`config.mk`:
```
export PLATFORM = sky130hd
export DESIGN_NAME = evcnt_alarm
export DESIGN_NICKNAME = d
export VERILOG_FILES = /design/src/rtl/evcnt_pkg.sv /design/src/rtl/evcnt_sync_edge.sv /design/src/rtl/evcnt_core.sv /design/src/rtl/evcnt_rdlatch.sv /design/src/rtl/evcnt_alarm.sv
export SDC_FILE = /design/constraint.sdc
export NUM_CORES = 1
export LEC_CHECK = 0
export ABC_AREA = 1
export BUFFER_PORTS_ARGS = -buffer_cell sky130_fd_sc_hd__buf_4
export CAP_MARGIN = 10
export CORE_MARGIN = 2
export CORE_UTILIZATION = 50
export CTS_CLUSTER_DIAMETER = 80
export DETAILED_ROUTE_END_ITERATION = 12
export PLACE_DENSITY = 0.67
export SLEW_MARGIN = 10
export SYNTH_ARGS = -nofsm -noshare
export SYNTH_HDL_FRONTEND = slang
export SYNTH_SLANG_ARGS = --single-unit
```
`constraint.sdc`:
```
create_clock -name clk -period 2.16 [get_ports clk]
set_clock_uncertainty 0.15 [all_clocks]
set_input_delay 0.324 -clock clk [delete_from_list [all_inputs] [get_ports clk]]
set_output_delay 0.324 -clock clk [all_outputs]
set_load 0.01 [all_outputs]
```
`src/rtl/evcnt_pkg.sv`:
```
package evcnt_pkg;
  typedef enum logic {
    TGT_COUNT = 1'b0,
    TGT_ALARM = 1'b1
  } wr_tgt_e;
endpackage

```
`src/rtl/evcnt_sync_edge.sv`:
```
module evcnt_sync_edge #(
  parameter int STAGES = 2
) (
  input  logic clk,
  input  logic rst,
  input  logic async_i,
  output logic rise_o
);
  logic [STAGES-1:0] sync_q;
  logic              prev_q;

  always_ff @(posedge clk) begin
    if (rst) begin
      sync_q <= '0;
      prev_q <= 1'b0;
    end else begin
      sync_q <= {sync_q[STAGES-2:0], async_i};
      prev_q <= sync_q[STAGES-1];
    end
  end

  assign rise_o = sync_q[STAGES-1] & ~prev_q;

  // the edge pulse never lasts two cycles
  a_r2_single_rise: assert property (@(posedge clk) disable iff (rst)
    rise_o |=> !rise_o);
endmodule

```
`src/rtl/evcnt_core.sv`:
```
module evcnt_core #(
  parameter int CNT_W  = 24,
  parameter int BYTE_W = 8,
  localparam int NBYTES = CNT_W / BYTE_W,
  localparam int IDX_W  = (NBYTES > 1) ? $clog2(NBYTES) : 1
) (
  input  logic              clk,
  input  logic              rst,
  input  logic              inc_i,
  input  logic              cnt_wr_i,
  input  logic              alm_wr_i,
  input  logic [IDX_W-1:0]  idx_i,
  input  logic [BYTE_W-1:0] data_i,
  output logic [CNT_W-1:0]  cnt_o,
  output logic              irq_o
);
  logic [CNT_W-1:0] cnt_q, cnt_nx, alm_q, alm_nx, cnt_plus;
  logic             run_q, step;

  assign step     = inc_i && run_q && !cnt_wr_i;
  assign cnt_plus = cnt_q + CNT_W'(1);

  always_comb begin
    cnt_nx = cnt_q;
    alm_nx = alm_q;
    for (int b = 0; b < NBYTES; b++) begin
      if (idx_i == IDX_W'(b)) begin
        if (cnt_wr_i) cnt_nx[b*BYTE_W +: BYTE_W] = data_i;
        if (alm_wr_i) alm_nx[b*BYTE_W +: BYTE_W] = data_i;
      end
    end
    if (step) cnt_nx = cnt_plus;
  end

  always_ff @(posedge clk) begin
    if (rst) begin
      cnt_q <= '0;
      alm_q <= '0;
      run_q <= 1'b1;
      irq_o <= 1'b0;
    end else begin
      cnt_q <= cnt_nx;
      alm_q <= alm_nx;
      if (cnt_wr_i) run_q <= (idx_i == '0);
      irq_o <= step && (cnt_plus == alm_q);
    end
  end

  assign cnt_o = cnt_q;

  // a counted event adds exactly one, wrapping at the top
  a_r2_step_one: assert property (@(posedge clk) disable iff (rst)
    (inc_i && run_q && !cnt_wr_i) |=> cnt_q == $past(cnt_q) + CNT_W'(1));
  // a stopped counter with no write holds its value
  a_r5_halt_holds: assert property (@(posedge clk) disable iff (rst)
    (!run_q && !cnt_wr_i) |=> $stable(cnt_q));
  // an alarm write without an event leaves the count alone
  a_r4_alarm_keeps_count: assert property (@(posedge clk) disable iff (rst)
    (alm_wr_i && !cnt_wr_i && !inc_i) |=> $stable(cnt_q));
  // a pulse means an event moved the count onto the alarm
  a_r9_irq_on_match: assert property (@(posedge clk) disable iff (rst)
    irq_o |-> ($past(inc_i) && cnt_q == $past(alm_q)));
endmodule

```
`src/rtl/evcnt_rdlatch.sv`:
```
module evcnt_rdlatch #(
  parameter int CNT_W  = 24,
  parameter int BYTE_W = 8,
  localparam int NBYTES = CNT_W / BYTE_W,
  localparam int IDX_W  = (NBYTES > 1) ? $clog2(NBYTES) : 1
) (
  input  logic              clk,
  input  logic              rst,
  input  logic              rd_i,
  input  logic              hit_i,
  input  logic [IDX_W-1:0]  idx_i,
  input  logic [CNT_W-1:0]  cnt_i,
  output logic [BYTE_W-1:0] rd_data_o
);
  logic [CNT_W-1:0]  snap_q, src;
  logic              held_q;
  logic [BYTE_W-1:0] sel_byte;

  assign src = held_q ? snap_q : cnt_i;

  always_comb begin
    sel_byte = '0;
    for (int b = 0; b < NBYTES; b++)
      if (idx_i == IDX_W'(b)) sel_byte = src[b*BYTE_W +: BYTE_W];
  end

  always_ff @(posedge clk) begin
    if (rst) begin
      snap_q    <= '0;
      held_q    <= 1'b0;
      rd_data_o <= '0;
    end else if (rd_i) begin
      if (hit_i) begin
        rd_data_o <= sel_byte;
        if (idx_i == IDX_W'(NBYTES-1) && !held_q) begin
          snap_q <= cnt_i;
          held_q <= 1'b1;
        end
        if (idx_i == '0) held_q <= 1'b0;
      end else begin
        rd_data_o <= '0;
      end
    end
  end

  // the snapshot stays put until the low byte is read
  a_r6_snap_frozen: assert property (@(posedge clk) disable iff (rst)
    (held_q && !(rd_i && hit_i && idx_i == '0)) |=> ($stable(snap_q) && held_q));
  // the read byte holds between reads
  a_r10_rd_hold: assert property (@(posedge clk) disable iff (rst)
    !rd_i |=> $stable(rd_data_o));
endmodule

```
`src/rtl/evcnt_alarm.sv`:
```
module evcnt_alarm #(
  parameter int CNT_W     = 24,
  parameter int BYTE_W    = 8,
  parameter int ADDR_W    = 4,
  parameter int BASE_ADDR = 8,
  parameter int SYNC_STG  = 2,
  localparam int NBYTES   = CNT_W / BYTE_W,
  localparam int IDX_W    = (NBYTES > 1) ? $clog2(NBYTES) : 1
) (
  input  logic              clk,
  input  logic              rst,
  input  logic              event_i,
  input  logic [ADDR_W-1:0] addr_i,
  input  logic              wr_en_i,
  input  logic [BYTE_W-1:0] wr_data_i,
  input  logic              alarm_sel_i,
  input  logic              rd_en_i,
  output logic [BYTE_W-1:0] rd_data_o,
  output logic              irq_o
);
  import evcnt_pkg::*;

  logic             hit, rise, cnt_wr, alm_wr;
  logic [IDX_W-1:0] idx;
  logic [CNT_W-1:0] cnt;
  wr_tgt_e          tgt;
  logic [ADDR_W:0]  offs;

  assign offs   = {1'b0, addr_i} - (ADDR_W+1)'(BASE_ADDR);
  assign hit    = (int'(addr_i) >= BASE_ADDR) && (int'(addr_i) < BASE_ADDR + NBYTES);
  assign idx    = offs[IDX_W-1:0];
  assign tgt    = wr_tgt_e'(alarm_sel_i);
  assign cnt_wr = wr_en_i && hit && (tgt == TGT_COUNT);
  assign alm_wr = wr_en_i && hit && (tgt == TGT_ALARM);

  evcnt_sync_edge #(.STAGES(SYNC_STG)) u_sync (
    .clk(clk), .rst(rst), .async_i(event_i), .rise_o(rise)
  );

  evcnt_core #(.CNT_W(CNT_W), .BYTE_W(BYTE_W)) u_core (
    .clk(clk), .rst(rst), .inc_i(rise), .cnt_wr_i(cnt_wr), .alm_wr_i(alm_wr),
    .idx_i(idx), .data_i(wr_data_i), .cnt_o(cnt), .irq_o(irq_o)
  );

  evcnt_rdlatch #(.CNT_W(CNT_W), .BYTE_W(BYTE_W)) u_rd (
    .clk(clk), .rst(rst), .rd_i(rd_en_i), .hit_i(hit), .idx_i(idx),
    .cnt_i(cnt), .rd_data_o(rd_data_o)
  );

  // interrupt is a single-cycle pulse
  a_r9_irq_pulse: assert property (@(posedge clk) disable iff (rst)
    irq_o |=> !irq_o);
  // an unmapped read returns zero
  a_r10_unmapped_zero: assert property (@(posedge clk) disable iff (rst)
    (rd_en_i && !hit) |=> rd_data_o == '0);
endmodule

```
**After elaboration in Yosys (flattened, before gate mapping)**

Index checks and enable logic that the tools add are counted.

- Add/sub/neg operators: 2
- Multiplexer cells: 12
- Bitwise logic cells: 3
- $lt $le $gt $ge: 2
- Reductions and logical operators: 24
- Eq/ne operators: 3

Operator list:

| cell | count |
|---|---|
| $mux W8 | 8 |
| $mux W24 | 2 |
| $add A24 B1 Y24 const B | 1 |
| $eq A24 B24 Y1 | 1 |
| $reduce_and A2 Y1 | 6 |
| $reduce_bool A2 Y1 | 5 |
| $logic_and A1 B1 Y1 | 8 |
| $reduce_and A3 Y1 | 2 |
| $ge A4 B4 Y1 const B | 1 |
| $lt A4 B4 Y1 const B | 1 |
| $eq A2 B1 Y1 const B | 1 |
| $eq A2 B2 Y1 const B | 1 |
| $logic_not A1 Y1 | 2 |
| $logic_not A2 Y1 | 1 |
| $mux W1 | 2 |
| $not A1 Y1 | 2 |
| $sub A2 B1 Y2 const B | 1 |
| $and A1 B1 Y1 | 1 |

- Word-level logic and storage cells: 59
- Register bits after elaboration: 86
- Output and inout bits: 9
- Input bits: 18

**Longest topological paths before layout**

- Depth after elaboration: 8
- Gate-level depth with buffers: 14
- Mapped depth without buffers: 13

**Cells and area by module**

Synthesis repeated with hierarchy kept, for this count alone.

- Cells, all modules: 834
- Area total of the unflattened synthesis: 5137.4 um^2

By module, submodules not included:

| module | area an instance (um^2) | seq. area each (um^2) | times used | cells each |
|---|---|---|---|---|
| evcnt_core | 3231.8 | 1001.0 | 1 | 527 |
| evcnt_rdlatch | 1779.2 | 660.6 | 1 | 290 |
| evcnt_sync_edge | 86.3 | 60.1 | 1 | 10 |
| evcnt_alarm | 40.0 | 0.0 | 1 | 7 |

**Worst setup path before layout**

OpenSTA, ideal clock, no wires.

- Path type: register to register
- Start: reg u_core.cnt_q[1], in the netlist u_core.cnt_o[1]
- End: reg u_core.irq_o
- Path slack: 0.400 ns
- Required time: 1.946 ns
- Buffers on the path: 0
- Setup time: 0.064 ns
- Stages on the path, launching flop included: 14
- Clock period less this slack: 1.760 ns
- Arrival: 1.546 ns
- Cells stage by stage: dfxtp_1 -> ha_1 -> nand2_2 -> nor2_8 -> nand2_4 -> nor2_2 -> nand2_1 -> nand3_1 -> nand2_1 -> nor2_1 -> nand2_1 -> nor2_1 -> nand2_1 -> nor2_1

- Longest elaborated chain between the ends: 3

RTL lines:

| element | RTL line | RTL |
|---|---|---|
| start, declared | evcnt_core.sv:17 | `logic [CNT_W-1:0] cnt_q, cnt_nx, alm_q, alm_nx, cnt_plus;` |
| start signal, assigned | evcnt_core.sv:42 | `cnt_q <= cnt_nx;` |
| $add A24 B1 Y24 | evcnt_core.sv:21 | `assign cnt_plus = cnt_q + CNT_W'(1);` |
| $eq A24 B24 Y1 | evcnt_core.sv:45 | `irq_o <= step && (cnt_plus == alm_q);` |
| $logic_and A1 B1 Y1 | evcnt_core.sv:45 |  |
| end signal, assigned | evcnt_core.sv:45 |  |
| end, declared | evcnt_core.sv:15 | `output logic irq_o` |

Every way passes these cells.
A chain may end at the register's enable or synchronous reset.

**Worst setup path in the final report**

- Start: reg u_core.cnt_q[11], in the netlist u_core.cnt_o[11]
- End: reg u_core.irq_o

Same word-level chain as after synthesis.

==> results.yml <==
worst_setup_path:
  cp.arrival_ps: 2200
  cp_data_required_time_ps: 2340
  crit_fanout: 5
  rrSetupSlack_ps: 140
  path_class: "register to register"
  critPathCaptureType: "register"
  start_kind: "register"
yosys:
  synthAdderAreaFrac_pct: 0.256
  yosys.area_share.simple_pct: 33.6
  syn_inst: 783
  ys_ff_latch: 86
  syn_nets: 802
  synth_xor_area_share_pct: 0.179
  ys_warn_count: 0
  synth_cell_types: 32
  synth_top_family_by_area: "simple AND/OR/NAND/NOR gates"
  synthMuxAreaShare_pct: 0
  postSynthAreaPerCell_um2: 6.24
  synth.cell_area_mm2: 0.00489
  yosysTopAreaCellShare_pct: 35.2
  synth_compound_gate_area_share_pct: 20.1
  ys_seq_area_share_pct: 35.2
  yosys-top-cells-area: "dfxtp_1 35%, nand2_1 14%, o21ai_0 9.0%"
  yosys.area.top_type: "dfxtp_1"
route:
  postRouteWirelength_um: 16300
  drt_iter0_drc: 409
  drc: 0
  drtPass1Iterations: 5
  num_vias: 5323
  ant_nets: 0
  viasPerCell: 5.48
  post_drt_wl_per_cell_um: 16.8
die:
  pin_count: 27
  std_cell_rows: 36
  fp.dieW_um: 103
  die_h_um: 103
  start_util_pct: 50.7
  core_area_mm2: 0.00964
  design.die.area_mm2: 0.0106
place:
  pre_cts_ws_ps: 153
  gp_congestion: 0.983
  dp_cells: 952
  port_buffers: 26
  dp_hpwl_um: 12500
clock_tree:
  cts.clk_slew.worst_paths_ps: 110
  cts_buffer_depth: 2
  ctsHtreeMaxLevel: 3
  clock_sinks: 86
  root_buffer: "clkbuf_8"
  cts_buffers: 9
  cts_tree: "done"
  clock_latency_ps: 380
pwr:
  p_leak_uw: 0.00249
  vdd_ir_drop_max_v: 0.000354
  power_density_mw_per_mm2: 571
  total_power_uw: 3240
sta:
  drv_slew: 0
  fin_ws_ps: 138
  fin_crit_sh_pct: 93.6
  relSlewSlack_pct: 63.3
  worst_slew_pin_slew_ps: 550
  rsz0062_at_grt: "no"
  period_needed_ps: 2020
  setup_viol: 0
  tns_ps: 0
  fmax_mhz: 495
  hold_violations: 0
grt:
  antenna_found_initial: 0
  grt_util_all_layers_pct: 32.1
  gr-total-overflow: 0
  grt_pass1_vias: 4697
  grt_max_degree: 37
  grt_pass1_wl_um: 25100
finish:
  n_antenna_cell: 0
  drive_above_1_share_pct: 13.2
  fill_cells: 1004
  fin_cells: 971
  fin_nets: 852
  area_growth_syn_to_layout_pct: 16.3
  final_cell_mix: "178 x nand2_1, 105 x inv_1, 88 x o21ai_0"
  multiInputGateArea_mm2: 0.00267
  final_common_cell: "nand2_1"
  seq_area_mm2: 0.00172
run:
  drv_cap: 0
hold_path:
  hold_class: "input pin to register"
outcome:
  status: "complete, no violations"
==> logic make-up after synthesis <==
logic type	after synthesis
buffers and inverters	137
flip-flops	86
AO/OA/AOI/OAI	185
adder cells (fa/ha/maj)	1
XOR/XNOR	1
AND/OR/NAND/NOR	373
==> area by class of cell <==
cell class	count	share of cell area (%)
multi-input cells	560	47.0
flip-flops and latches	86	30.3
repair buffers	61	8.10
inverters	115	7.60
well taps	133	2.93
clock buffers	10	2.42
clock inverters	6	1.65
==> path summary, 6_finish.rpt <==
| kind | end | depth (start not counted) | from |
|---|---|---|---|
| setup / recovery | u_core.irq_o$_SDFF_PP0_ | 10 | u_core.cnt_o[11]$_SDFFE_PP0P_ |
| hold / removal | u_core.alm_q[6]$_SDFFE_PP0P_ | 3 | wr_data_i[6] |
| setup reg to reg | u_core.irq_o$_SDFF_PP0_ | 10 | u_core.cnt_o[11]$_SDFFE_PP0P_ |
| hold reg to reg | u_sync.sync_q[1]$_SDFF_PP0_ | 2 | u_sync.sync_q[0]$_SDFF_PP0_ |
==> flip-flops by register name, indices dropped and copies added, names as in the netlist <==
name,flops
u_sync.prev_q,1
u_core.irq_o,1
u_rd.held_q,1
u_rd.rd_data_o,8
u_core.cnt_o,24
u_core.run_q,1
u_sync.sync_q,2
u_rd.snap_q,24
u_core.alm_q,24
==> synthesized netlist by cell type <==
| master | instances |
|---|---|
| nand3_1 | 81 |
| nand2_2 | 3 |
| buf_1 | 1 |
| clkbuf_1 | 16 |
| a22oi_1 | 1 |
| nand3_2 | 2 |
| o21ai_0 | 88 |
| nand4_1 | 8 |
| a31oi_1 | 2 |
| clkinv_1 | 1 |
| nor2_2 | 5 |
| inv_2 | 9 |
| nor3b_1 | 1 |
| o221ai_1 | 3 |
| dfxtp_1 | 86 |
| a21oi_1 | 67 |
| nor2_8 | 1 |
| buf_2 | 5 |
| ha_1 | 1 |
| nor2_4 | 5 |
| o211ai_1 | 1 |
| xnor2_1 | 1 |
| inv_1 | 105 |
| nor3_1 | 2 |
| nand2_4 | 2 |
| o22ai_1 | 4 |
| nor2_1 | 79 |
| nand3b_1 | 3 |
| o21ai_1 | 7 |
| and2_1 | 1 |
| a211oi_1 | 12 |
| nand2_1 | 180 |
==> worst max-delay path: stages (launching register included) <==
cell,delay (ps)
dfxtp_1,450
nand2_1,130
nor2_1,320
nand2_1,180
o21ai_1,200
nand2_1,90
nand2_1,100
nand2_1,60
nor2_1,110
nand3_1,90
nor2_1,90
==> timing repair <==
| action | 4_1_cts | 5_1_grt |
|---|---|---|
| buffers inserted | 0 | 2 |
| hold buffers | 1 | 0 |
| resized for setup | 0 | 9 |
| hold endpoints to repair | 1 | 0 |
| endpoints found under the setup margin | 0 | 1 |
==> per-stage QoR <==
| stage | hold WS [ps] | utilization, % | cell area [um2] |
|---|---|---|---|
| floorplan | 238 | - | 4890 |
| global placement | 240 | 56.0 | 5400 |
| detailed placement | 252 | 56.0 | 5400 |
| CTS | 68.1 | 58.5 | 5640 |
| global route | 90.6 | 59.0 | 5680 |
| finish | 72.1 | 59.0 | 5680 |
==> power breakdown <==
part | total (uW) | internal (uW) | switching [uW]
Clock | 1360 | 692 | 669
Sequential | 1620 | 1610 | 14.1
Combinational | 262 | 88.7 | 174
Total | 3240 | 2390 | 857
==> per-layer routing <==
metal	up-vias	part of all wire, %	track usage (%)
li1	2656	-	-
met1	2442	46	44.8
met2	192	45	49.2
met3	33	5.8	4.14
met4	0	3.2	15.3
met5	-	0	0
(Power assumes the default switching activity.)
